--- src/rtl/pe_tile_pkg.sv ---
package pe_tile_pkg;
    localparam int ROWS = 4;
    localparam int COLS = 4;
    localparam int NPE  = ROWS * COLS;

    typedef enum logic [1:0] {
        ALU_ADD = 2'd0,
        ALU_INV = 2'd1,
        ALU_AND = 2'd2,
        ALU_OR  = 2'd3
    } alu_op_e;

    // first operand, mesh arrangement
    localparam logic [2:0] SRC_SELF  = 3'd0;
    localparam logic [2:0] SRC_EAST  = 3'd1;
    localparam logic [2:0] SRC_SOUTH = 3'd2;
    localparam logic [2:0] SRC_WEST  = 3'd3;
    localparam logic [2:0] SRC_NORTH = 3'd4;
    // first operand, word arrangement
    localparam logic [2:0] SRC_LOWER = 3'd1;
    localparam logic [2:0] SRC_UPPER = 3'd2;
    localparam logic [2:0] SRC_FV    = 3'd3;

    // second operand
    localparam logic [1:0] OPB_T    = 2'd0;
    localparam logic [1:0] OPB_MEM  = 2'd1;
    localparam logic [1:0] OPB_ZERO = 2'd2;
    localparam logic [1:0] OPB_ONE  = 2'd3;

    // attach bit positions
    localparam int SIDE_N = 0;
    localparam int SIDE_E = 1;
    localparam int SIDE_S = 2;
    localparam int SIDE_W = 3;

    // serpentine position -> mesh index
    function automatic int snake_idx(input int pos);
        int row;
        int k;
        int col;
        row = pos / COLS;
        k   = pos % COLS;
        col = (row % 2 == 0) ? k : (COLS - 1 - k);
        return row * COLS + col;
    endfunction
endpackage

--- src/rtl/pe_alu.sv ---
module pe_alu
    import pe_tile_pkg::*;
#(
    parameter int N = NPE
) (
    input  logic         word_mode_i,
    input  alu_op_e      op_i,
    input  logic         cin_word_i,
    input  logic [N-1:0] a_i,
    input  logic [N-1:0] b_i,
    input  logic [N-1:0] cin_mesh_i,
    output logic [N-1:0] res_o,
    output logic [N-1:0] cout_o
);
    localparam int IW = $clog2(N);

    always_comb begin
        logic          c;
        logic [IW-1:0] idx;
        res_o  = '0;
        cout_o = '0;
        c      = cin_word_i;
        for (int p = 0; p < N; p++) begin
            idx = word_mode_i ? IW'(snake_idx(p)) : IW'(p);
            if (!word_mode_i) begin
                c = cin_mesh_i[idx];
            end
            unique case (op_i)
                ALU_ADD: begin
                    res_o[idx]  = a_i[idx] ^ b_i[idx] ^ c;
                    cout_o[idx] = (a_i[idx] & b_i[idx]) | (a_i[idx] & c) | (b_i[idx] & c);
                end
                ALU_INV: res_o[idx] = ~a_i[idx];
                ALU_AND: res_o[idx] = a_i[idx] & b_i[idx];
                default: res_o[idx] = a_i[idx] | b_i[idx];
            endcase
            // ripple into the next serpentine position
            c = cout_o[idx];
        end
    end
endmodule

--- src/rtl/pe_cell.sv ---
module pe_cell #(
    parameter  int DEPTH = 64,
    localparam int AW    = $clog2(DEPTH)
) (
    input  logic          clk_i,
    input  logic          rst_ni,
    input  logic [AW-1:0] addr_i,
    input  logic          res_i,
    input  logic          cout_i,
    input  logic          mem_we_i,
    input  logic          t_we_i,
    input  logic          carry_we_i,
    output logic          rd_o,
    output logic          t_o,
    output logic          carry_o
);
    typedef struct packed {
        logic [DEPTH-1:0] mem;
        logic             t;
        logic             carry;
    } cell_s;

    cell_s s_d, s_q;

    always_comb begin
        s_d = s_q;
        if (mem_we_i) begin
            s_d.mem[addr_i] = res_i;
        end
        if (t_we_i) begin
            s_d.t = res_i;
        end
        if (carry_we_i) begin
            s_d.carry = cout_i;
        end
    end

    always_ff @(posedge clk_i) begin
        if (!rst_ni) begin
            s_q <= '0;
        end else begin
            s_q <= s_d;
        end
    end

    assign rd_o    = s_q.mem[addr_i];
    assign t_o     = s_q.t;
    assign carry_o = s_q.carry;
endmodule

--- src/rtl/pe_cond.sv ---
module pe_cond (
    input  logic clk_i,
    input  logic rst_ni,
    input  logic mode_req_i,
    input  logic flag_set_i,
    input  logic flag_clr_i,
    output logic mode_o,
    output logic busy_o,
    output logic flag_o
);
    localparam int SWITCH_CYCLES = 3;
    localparam int CW            = $clog2(SWITCH_CYCLES);

    typedef struct packed {
        logic          mode;
        logic          tgt;
        logic          busy;
        logic [CW-1:0] cnt;
        logic          flag;
    } cond_s;

    cond_s s_d, s_q;

    always_comb begin
        s_d = s_q;
        if (flag_clr_i) begin
            s_d.flag = 1'b0;
        end else if (flag_set_i) begin
            s_d.flag = 1'b1;
        end
        if (!s_q.busy) begin
            if (mode_req_i != s_q.mode) begin
                s_d.busy = 1'b1;
                s_d.cnt  = '0;
                s_d.tgt  = mode_req_i;
            end
        end else if (s_q.cnt == CW'(SWITCH_CYCLES - 1)) begin
            s_d.busy = 1'b0;
            s_d.mode = s_q.tgt;
        end else begin
            s_d.cnt = s_q.cnt + 1'b1;
        end
    end

    always_ff @(posedge clk_i) begin
        if (!rst_ni) begin
            s_q <= '{mode: 1'b0, tgt: 1'b0, busy: 1'b0, cnt: '0, flag: 1'b1};
        end else begin
            s_q <= s_d;
        end
    end

    assign mode_o = s_q.mode;
    assign busy_o = s_q.busy;
    assign flag_o = s_q.flag;

    // the switch window never exceeds three cycles
    p_busy_max_r7: assert property (@(posedge clk_i) disable iff (!rst_ni)
        (s_q.busy && $past(s_q.busy) && $past(s_q.busy, 2)) |=> !s_q.busy);
    // the arrangement flips exactly when busy drops
    p_mode_on_fall_r7: assert property (@(posedge clk_i) disable iff (!rst_ni)
        $fell(s_q.busy) |-> (s_q.mode != $past(s_q.mode)));
    p_mode_stable_r7: assert property (@(posedge clk_i) disable iff (!rst_ni)
        !$fell(s_q.busy) |-> $stable(s_q.mode));
    // clear dominates, set raises
    p_flag_clr_r8: assert property (@(posedge clk_i) disable iff (!rst_ni)
        flag_clr_i |=> !s_q.flag);
    p_flag_set_r8: assert property (@(posedge clk_i) disable iff (!rst_ni)
        (flag_set_i && !flag_clr_i) |=> s_q.flag);
endmodule

--- src/rtl/pe_tile.sv ---
module pe_tile
    import pe_tile_pkg::*;
#(
    parameter  int DEPTH = 64,
    localparam int AW    = $clog2(DEPTH)
) (
    input  logic            clk_i,
    input  logic            rst_ni,
    input  logic            mode_req_i,
    input  logic            flag_set_i,
    input  logic            flag_clr_i,
    input  logic            ins_valid_i,
    input  logic [1:0]      ins_op_i,
    input  logic [2:0]      ins_src_a_i,
    input  logic [1:0]      ins_src_b_i,
    input  logic            ins_cin_i,
    input  logic [AW-1:0]   ins_addr_i,
    input  logic            ins_mem_we_i,
    input  logic            ins_t_we_i,
    input  logic [NPE-1:0]  fv_i,
    input  logic [3:0]      attach_i,
    input  logic [COLS-1:0] north_i,
    input  logic [COLS-1:0] south_i,
    input  logic [ROWS-1:0] west_i,
    input  logic [ROWS-1:0] east_i,
    input  logic            word_lo_i,
    input  logic            word_hi_i,
    output logic [COLS-1:0] north_o,
    output logic [COLS-1:0] south_o,
    output logic [ROWS-1:0] west_o,
    output logic [ROWS-1:0] east_o,
    output logic            word_lo_o,
    output logic            word_hi_o,
    output logic [NPE-1:0]  rd_data_o,
    output logic            mode_o,
    output logic            busy_o
);
    logic [NPE-1:0] rd, t_all, carry_all;
    logic [NPE-1:0] op_a, op_b, res, cout, cin_mesh;
    logic [NPE-1:0] lo_m, hi_m, fv_m;
    logic           word_mode, busy, flag;
    logic           accept, mem_we, t_we, carry_we;
    alu_op_e        op;

    function automatic logic pick_a(input logic word, input logic [2:0] sel,
                                    input logic self_b, input logic e_b, input logic s_b,
                                    input logic w_b, input logic n_b, input logic lo_b,
                                    input logic hi_b, input logic fv_b);
        logic v;
        v = 1'b0;
        if (word) begin
            case (sel)
                SRC_SELF:  v = self_b;
                SRC_LOWER: v = lo_b;
                SRC_UPPER: v = hi_b;
                SRC_FV:    v = fv_b;
                default:   v = 1'b0;
            endcase
        end else begin
            case (sel)
                SRC_SELF:  v = self_b;
                SRC_EAST:  v = e_b;
                SRC_SOUTH: v = s_b;
                SRC_WEST:  v = w_b;
                SRC_NORTH: v = n_b;
                default:   v = 1'b0;
            endcase
        end
        return v;
    endfunction

    function automatic logic pick_b(input logic [1:0] sel, input logic t_b, input logic m_b);
        logic v;
        case (sel)
            OPB_T:   v = t_b;
            OPB_MEM: v = m_b;
            OPB_ZERO: v = 1'b0;
            default: v = 1'b1;
        endcase
        return v;
    endfunction

    pe_cond u_cond (
        .clk_i      (clk_i),
        .rst_ni     (rst_ni),
        .mode_req_i (mode_req_i),
        .flag_set_i (flag_set_i),
        .flag_clr_i (flag_clr_i),
        .mode_o     (word_mode),
        .busy_o     (busy),
        .flag_o     (flag)
    );

    assign op       = alu_op_e'(ins_op_i);
    assign accept   = ins_valid_i & ~busy;
    assign mem_we   = accept & ins_mem_we_i & flag;
    assign t_we     = accept & ins_t_we_i & flag;
    assign carry_we = accept & (op == ALU_ADD);
    assign cin_mesh = {NPE{ins_cin_i}} & carry_all;

    // word-arrangement neighbours, indexed by mesh position of each bit
    for (genvar p = 0; p < NPE; p++) begin : g_pos
        localparam int I = snake_idx(p);
        assign fv_m[I] = fv_i[p];
        if (p == 0) begin : g_lo_edge
            assign lo_m[I] = word_lo_i;
        end else begin : g_lo_in
            assign lo_m[I] = rd[snake_idx(p - 1)];
        end
        if (p == NPE - 1) begin : g_hi_edge
            assign hi_m[I] = word_hi_i;
        end else begin : g_hi_in
            assign hi_m[I] = rd[snake_idx(p + 1)];
        end
    end

    for (genvar r = 0; r < ROWS; r++) begin : g_row
        for (genvar c = 0; c < COLS; c++) begin : g_col
            localparam int I = r * COLS + c;
            logic e_b, s_b, w_b, n_b;

            if (c < COLS - 1) begin : g_e_in
                assign e_b = rd[I + 1];
            end else begin : g_e_edge
                assign e_b = attach_i[SIDE_E] & east_i[r];
            end
            if (r < ROWS - 1) begin : g_s_in
                assign s_b = rd[I + COLS];
            end else begin : g_s_edge
                assign s_b = attach_i[SIDE_S] & south_i[c];
            end
            if (c > 0) begin : g_w_in
                assign w_b = rd[I - 1];
            end else begin : g_w_edge
                assign w_b = attach_i[SIDE_W] & west_i[r];
            end
            if (r > 0) begin : g_n_in
                assign n_b = rd[I - COLS];
            end else begin : g_n_edge
                assign n_b = attach_i[SIDE_N] & north_i[c];
            end

            assign op_a[I] = pick_a(word_mode, ins_src_a_i, rd[I], e_b, s_b, w_b, n_b,
                                    lo_m[I], hi_m[I], fv_m[I]);
            assign op_b[I] = pick_b(ins_src_b_i, t_all[I], rd[I]);

            pe_cell #(.DEPTH(DEPTH)) u_cell (
                .clk_i      (clk_i),
                .rst_ni     (rst_ni),
                .addr_i     (ins_addr_i),
                .res_i      (res[I]),
                .cout_i     (cout[I]),
                .mem_we_i   (mem_we),
                .t_we_i     (t_we),
                .carry_we_i (carry_we),
                .rd_o       (rd[I]),
                .t_o        (t_all[I]),
                .carry_o    (carry_all[I])
            );
        end
    end

    pe_alu #(.N(NPE)) u_alu (
        .word_mode_i (word_mode),
        .op_i        (op),
        .cin_word_i  (ins_cin_i),
        .a_i         (op_a),
        .b_i         (op_b),
        .cin_mesh_i  (cin_mesh),
        .res_o       (res),
        .cout_o      (cout)
    );

    for (genvar c = 0; c < COLS; c++) begin : g_ns_out
        assign north_o[c] = rd[c];
        assign south_o[c] = rd[(ROWS - 1) * COLS + c];
    end
    for (genvar r = 0; r < ROWS; r++) begin : g_we_out
        assign west_o[r] = rd[r * COLS];
        assign east_o[r] = rd[r * COLS + COLS - 1];
    end

    assign word_lo_o = rd[snake_idx(0)];
    assign word_hi_o = rd[snake_idx(NPE - 1)];
    assign rd_data_o = rd;
    assign mode_o    = word_mode;
    assign busy_o    = busy;

    // a lowered flag freezes every T register
    p_t_hold_flag_r8: assert property (@(posedge clk_i) disable iff (!rst_ni)
        !flag |=> $stable(t_all));
    // nothing is executed inside the switch window
    p_busy_ignore_r7: assert property (@(posedge clk_i) disable iff (!rst_ni)
        busy |=> ($stable(t_all) && $stable(carry_all)));
    // carry registers move only on accepted adds
    p_carry_hold_r4: assert property (@(posedge clk_i) disable iff (!rst_ni)
        !(ins_valid_i && !busy && ins_op_i == 2'd0) |=> $stable(carry_all));
endmodule

--- config.mk ---
export PLATFORM = sky130hd
export DESIGN_NAME = pe_tile
export DESIGN_NICKNAME = d
export VERILOG_FILES = /design/src/rtl/pe_tile_pkg.sv /design/src/rtl/pe_alu.sv /design/src/rtl/pe_cell.sv /design/src/rtl/pe_cond.sv /design/src/rtl/pe_tile.sv
export SDC_FILE = /design/constraint.sdc
export NUM_CORES = 2
export LEC_CHECK = 0
export CORE_MARGIN = 4
export CORE_UTILIZATION = 45
export CTS_BUF_LIST = sky130_fd_sc_hd__clkbuf_4 sky130_fd_sc_hd__clkbuf_8
export DETAILED_ROUTE_END_ITERATION = 10
export DONT_BUFFER_PORTS = 1
export PLACE_DENSITY = 0.61
export SYNTH_ARGS = -nofsm -noshare
export SYNTH_HDL_FRONTEND = slang
export SYNTH_SLANG_ARGS = --single-unit
--- constraint.sdc ---
create_clock -name clk_i -period 13 [get_ports clk_i]
set_input_delay 1.95 -clock clk_i [delete_from_list [all_inputs] [get_ports clk_i]]
set_output_delay 1.95 -clock clk_i [all_outputs]
set_load 0.05 [all_outputs]
Word level (Yosys, flattened, before mapping):

Cells that the tools add are included.

* bits of input ports: 60
* bits in read-only memories: 0
* latch bits: 0
* bits in writable memories: 0
* logic and storage cells: 562
* bits in registers: 1062
* memories kept: 0
* output and inout port bits: 36

* magnitude comparators: 18
* shifts and indexed selects: 0
* multipliers: 0
* bitwise logic cells: 168
* equality and inequality tests: 11
* add/subtract/negate cells: 1
* div/mod/pow operators: 0
* multiplexer cells: 294
* reductions and logical operators: 17

Operator list (number)
* 64-bit bitwise mux: 16
* 16-bit bitwise mux: 40
* 16-bit case mux with 3 select lines: 8
* 16-bit 2-to-1 mux: 8
* 1-bit binary-select mux with 4-bit select: 31
* 1-bit binary-select mux with 6-bit select: 16
* 1-bit 2-to-1 mux: 92
* 1-bit case mux with 5 select lines: 16
* 1-bit AND: 70
* 1-bit case mux with 4 select lines: 16
* 1-bit case mux with 3 select lines: 17
* 1-bit bitwise OR: 48
* 4-bit by 5-bit less-than comparator with 1-bit output, second input constant: 8
* 12-bit case mux with 3 select lines: 1
* 11-bit case mux with 3 select lines: 1
* 1-bit demux with 4-bit select: 8
* 4-bit by 1-bit >= comparator with 1-bit output, second input constant: 8
* 1-bit XOR: 32
* 10-bit case mux with 3 select lines: 1
* 9-bit case mux with 3 select lines: 1
* 2-bit 2-to-1 mux: 10
* 1-bit NOT: 17
* 16-bit AND: 1
* 12-bit 2-to-1 mux: 1
* other kinds (24): 42

Depth between registers and ports, before layout:

* depth in word-level cells: 105
* depth in mapped cells: 57
* mapped depth without buffers: 49

By module:

A second synthesis with hierarchy kept.

* cell total of the unflattened synthesis: 7271
* area total of the unflattened synthesis: 60425.5 um^2

By module, submodules not included
* pe_cell (g_row[0].g_col[0].u_cell ...): seq. area each 1321.3 um^2, instances 15, area an instance 3513.4 um^2, cells an instance 421
* pe_cell (g_row[3].g_col[3].u_cell): seq. area each 1321.3 um^2, instances 1, area an instance 3540.9 um^2, cells an instance 422
* pe_alu: seq. area each 0.0 um^2, instances 1, area an instance 2063.2 um^2, cells an instance 233
* pe_tile: seq. area each 0.0 um^2, instances 1, area an instance 1820.5 um^2, cells an instance 271
* pe_cond: seq. area each 120.1 um^2, instances 1, area an instance 300.3 um^2, cells an instance 30

Worst setup path before layout:

Ideal clock, no wire load.

* kind: input-to-reg
* from: in ins_addr_i[1]
* to: reg g_row[3].g_col[0].u_cell.s_q[18] (netlist name)
* slack: -0.406 ns
* library setup time: 0.087 ns
* data required time: 12.913 ns
* buffers on the path: 6
* stages on the path: 55
* arrival: 13.319 ns
* cell sequence: buf_4 -> buf_4 -> buf_2 -> clkbuf_1 -> mux2i_1 -> o22ai_1 -> o31ai_1 -> o221ai_1 -> nor3_2 -> o21ai_0 -> o21ai_0 -> and2_1 -> inv_1 -> fa_1 -> a22oi_1 -> fa_1 -> nor2_1 -> a21oi_1 -> [19 not listed] -> o21ai_0 -> fa_1 -> a22o_1 -> fa_1 -> a22oi_1 -> fa_1 -> o21ai_0 -> fa_1 -> a22o_1 -> fa_1 -> a22oi_1 -> fa_1 -> a22o_1 -> a21oi_1 -> nand3_1 -> clkbuf_1 -> clkbuf_1 -> o31ai_1

* cells in the longest elaborated chain, start to end: 104
* elaborated cells on any way between the ends: 333
* those cells by class: order compare (2); mux (222); bitwise (108); reduce/logical (1)

Ends and longest elaborated chain
* start: declaration: RTL line pe_tile.sv:17 `input logic [AW-1:0] ins_addr_i,`
* 1-bit binary-select mux with 6-bit select: RTL line pe_cell.sv:46 `assign rd_o = s_q.mem[addr_i];`
* 1-bit 2-to-1 mux (not written as such): RTL line pe_cell.sv:46
* 1-bit case mux with 5 select lines or 1-bit case mux with 4 select lines (tied branches): RTL line pe_tile.sv:60, pe_tile.sv:52
* 1-bit 2-to-1 mux: RTL line pe_tile.sv:51 `if (word) begin`
* 1-bit AND: RTL line pe_alu.sv:31 `cout_o[idx] = (a_i[idx] & b_i[idx]) | (a_i[idx] & c) | (b_i[idx] & c);`
* 1-bit bitwise OR (2 in a row): RTL line pe_alu.sv:31
* 1-bit 2-to-1 mux: RTL line pe_alu.sv:28 `unique case (op_i)`
* 1-bit 2-to-1 mux: RTL line pe_alu.sv:25 `if (!word_mode_i) begin`
* [87 not listed]
* 16-bit 2-to-1 mux: RTL line pe_alu.sv:28
* 1-bit binary-select mux with 4-bit select: RTL line pe_alu.sv:38 `c = cout_o[idx];`
* 1-bit 2-to-1 mux (not written as such): RTL line pe_alu.sv:38
* 1-bit 2-to-1 mux: RTL line pe_alu.sv:25
* 1-bit XOR: RTL line pe_alu.sv:30 `res_o[idx] = a_i[idx] ^ b_i[idx] ^ c;`
* 16-bit bitwise mux: RTL line pe_alu.sv:30
* 16-bit case mux with 3 select lines: RTL line pe_alu.sv:28
* 64-bit bitwise mux (*): RTL line pe_cell.sv:28 `s_d.mem[addr_i] = res_i;`
* end signal: assignment: RTL line pe_cell.sv:40 `s_q <= '0;`
* end signal: assignment: RTL line pe_cell.sv:42 `s_q <= s_d;`
* end: declaration: RTL line pe_cell.sv:23 `cell_s s_d, s_q;`

Every way passes the cells marked *; elsewhere a longest branch is shown, timed or not. The select of a mux whose other input is x is not followed.
A chain may end at the register's enable or synchronous reset.

Final worst setup path:

* from: in ins_addr_i[2]
* to: reg g_row[3].g_col[0].u_cell.s_q[14] (netlist name)

The elaborated chain is that of the path after synthesis.

==> results.json <==
{
  "setup_viol": 0,
  "cp_common_cell": "fa_2",
  "slew_headroom_pct": -150,
  "clock_sinks": 1062,
  "top_layer": "met5",
  "hold_viol": 0,
  "synth-seq-cells": 1062,
  "grt_pass1_wl_um": 301000,
  "fin_crit_sh_pct": 100,
  "hold_class": "flop to flop",
  "worstHoldPathCells": 2,
  "synth_edf_count": 0,
  "ant_nets": 0,
  "cpPeakStageDelay_ps": 790,
  "grt_max_degree": 1043,
  "fill_cells": 10200,
  "dp_worst_setup_slack_ps": -759,
  "synthArstFlopShare_pct": 0,
  "outcome": "finished, violations left",
  "numCtsBuffers": 178,
  "yosysTopAreaCell": "dfxtp_1",
  "finalMaxSlewViolations": 560,
  "io_pins": 96,
  "final-seq-area_sq_um": 21300,
  "drv_cap": 0,
  "vdd_drop_max_mv": 0.0871,
  "antenna_found_initial": 15,
  "core_sq_um": 107000,
  "cts.clk_slew.worst_paths_ps": 60,
  "path_class": "input pin to flop",
  "synth_area_per_cell_sq_um": 8.75,
  "critical_path.max_fanout": 272,
  "drc": 0,
  "max_slew.worst_pin.slew_ps": 3750,
  "synth_fa_ha_area_share_pct": 1.50,
  "fin_setup_tns_ps": 0,
  "clk_path_buf_depth": 3,
  "grt_overflow": 0,
  "drive_above_1_share_pct": 17.2,
  "port-buffer-count": 0,
  "ys_top_cells_by_area": "dfxtp_1 (44%), nand3_1 (9.7%), o21ai_0 (4.9%)",
  "synth_top_area_share_pct": 43.5,
  "skew_ps": 51.1,
  "layout.nets": 5623,
  "r2r_slack_ps": 1550,
  "synthesis.instances": 5581,
  "p_per_area_nw_per_um2": 130,
  "fin_crit_ps": 12990,
  "viasPerCell": 6.73,
  "clk-insertion-delay-late_ps": 900,
  "crit_buf_inv": 3,
  "synth-simple-area-share_pct": 16.4,
  "synth_xor_area_share_pct": 0.0538,
  "reg2reg_depth": 51,
  "route.met3.wl_um": 26900,
  "yosysMostFrequentCell": "dfxtp_1",
  "first_pass_iters": 9,
  "netlist_area_sq_um": 48800,
  "synth_cell_types": 87,
  "post_drt_wl_per_cell_um": 29.8,
  "die_area_sq_um": 114000,
  "synth_top_family_by_area": "compound AO/OA/AOI/OAI gates",
  "num_vias": 47500,
  "dpl.hpwl_um": 133000,
  "path_delay_family": "adder cells",
  "ys_top_cells_by_count": "dfxtp_1 (1,062), nand3_1 (946), o21ai_0 (474)",
  "end_kind": "flop",
  "yosys_most_used_dff": "dfxtp_1",
  "syn_nets": 5690,
  "arrival_ps": 13760,
  "p_leak_uw": 0.0194,
  "grt_usage_pct": 35.5,
  "die_y_um": 337,
  "syn_to_final_growth_pct": 12.6,
  "wl_met1_um": 82800,
  "yosys_warnings": 0,
  "cp_data_required_time_ps": 13770,
  "worst_setup_path_start_kind": "input pin",
  "initial_core_util_pct": 45.5,
  "cts_root_buffer": "clkbuf_8",
  "met2_length_um": 87000,
  "synth_compound_area_share_pct": 24.3,
  "critPathSlowestCell": "mux2_1",
  "place.gp.congestion": 1.02,
  "synthMuxAreaShare_pct": 7.74,
  "multiInputGateArea_sq_um": 25000,
  "cp.depth": 50,
  "timing.fmax_ghz": 0.0770,
  "grt_pass1_vias": 43000,
  "yosysSeqAreaShare_pct": 43.5,
  "die_x_um": 337,
  "wirelength_um": 210000,
  "num_rows": 120,
  "violations": "slew limit",
  "postLayoutSetupSlackWorst_ps": 5.77,
  "cts-htree-levels": 4,
  "drt_iter0_drc": 6891,
  "cts_tree": "done"
}
-- final timing paths --
| path | from | end |
|---|---|---|
| setup / recovery | ins_addr_i[2] | g_row[3].g_col[0].u_cell.s_q[14] |
| hold / removal | g_row[0].g_col[3].u_cell.s_q[52] | g_row[0].g_col[3].u_cell.s_q[52] |
| hold reg to reg | g_row[0].g_col[3].u_cell.s_q[52] | g_row[0].g_col[3].u_cell.s_q[52] |
| setup reg to reg | g_row[0].g_col[0].u_cell.s_q[59] | g_row[3].g_col[0].u_cell.s_q[14] |
-- worst register-to-register path, delay by kind of cell, from the launching register on --
| kind | cells | cell delay [ps] |
|---|---|---|
| AOI/OAI and AO/OA | 23 | 4300 |
| adders and majority gates | 16 | 4970 |
| buffers and inverters | 3 | 440 |
| DFF | 1 | 340 |
| muxes | 1 | 310 |
| and+or+nand+nor | 8 | 980 |
-- power breakdown --
part,leakage (uW),internal (uW),switching (uW)
clock,0.00203,1790,1400
sequential,0.00855,3260,7.96
combinational,0.00877,186,510
-- kinds of logic after synthesis --
kind of cell | count (synthesis)
xor gates and xnor gates | 3
buffers and inverters | 639
muxes | 294
adders and majority gates | 49
and+or+nand+nor | 1702
AOI/OAI and AO/OA | 1832
DFF | 1062
-- placed cells by master (no fill, tap or decap), drive strengths merged, types with 9 or more instances in the layout --
master	n
nor3	19
and2	11
dfxtp	1062
mux2i	148
a221o	31
nor2	184
mux4	58
o31ai	272
a211oi	18
o221ai	16
and3	14
or3	11
o21ai	720
diode	12
a31oi	83
buf	336
o2bb2ai	15
a32oi	9
o21a	12
a21oi	280
or3b	9
fa	16
clkbuf	292
a22o	31
nor2b	18
nand3	946
mux2	88
nand2	445
inv	53
a21o	13
a22oi	90
o22a	17
clkinv	14
ha	33
o22ai	67
a221oi	108
-- metal layers --
layer  track usage, %  vias to the layer above
met5                0                        -
met4             19.5                       10
met3             10.8                      696
met2             50.8                     3101
met1             47.7                    23100
li1                 -                    20600
-- state kept, by name, summed over array words and instances, names as in the netlist --
signal	flops
g_row.g_col.u_cell.s_q	1024
u_cond.busy_o	1
u_cond.flag_o	1
g_row.g_col.u_cell.t_o	16
u_cond.mode_o	1
u_cond.s_q	3
g_row.g_col.u_cell.carry_o	16
-- stage by stage --
step           util [%]  cells  hold WS [ps]  cell area, sq um  power (uW)
2_1_floorplan         -   5581           428             48900        3800
3_3_place_gp       47.3   6726           435             50700        3990
3_5_place_dp       47.3   6726           439             50700        3990
4_1_cts            50.8   7034           447             54600        7140
5_1_grt            51.2   7048           466             55000        7350
6_report           51.2   7057           448             55000        7170
-- timing repair --
| action | in CTS | in global routing |
|---|---|---|
| endpoints found under the setup margin | 0 | 260 |
| hold endpoints to repair | 0 | 0 |
| resized for setup | 0 | 64 |
| hold buffers | 0 | 0 |
| buffers inserted | 0 | 8 |
-- area by class of cell --
cell class,count,area share [%]
Multi-Input combinational cell,3880,45.5
Sequential cell,1062,38.7
Clock buffer,289,6.60
Timing Repair Buffer,339,5.28
Tap cell,1403,3.19
Inverter,53,0.373
Clock inverter,19,0.353
Antenna cell,12,0.0546
No activity file was read; power rests on OpenSTA's default activity.
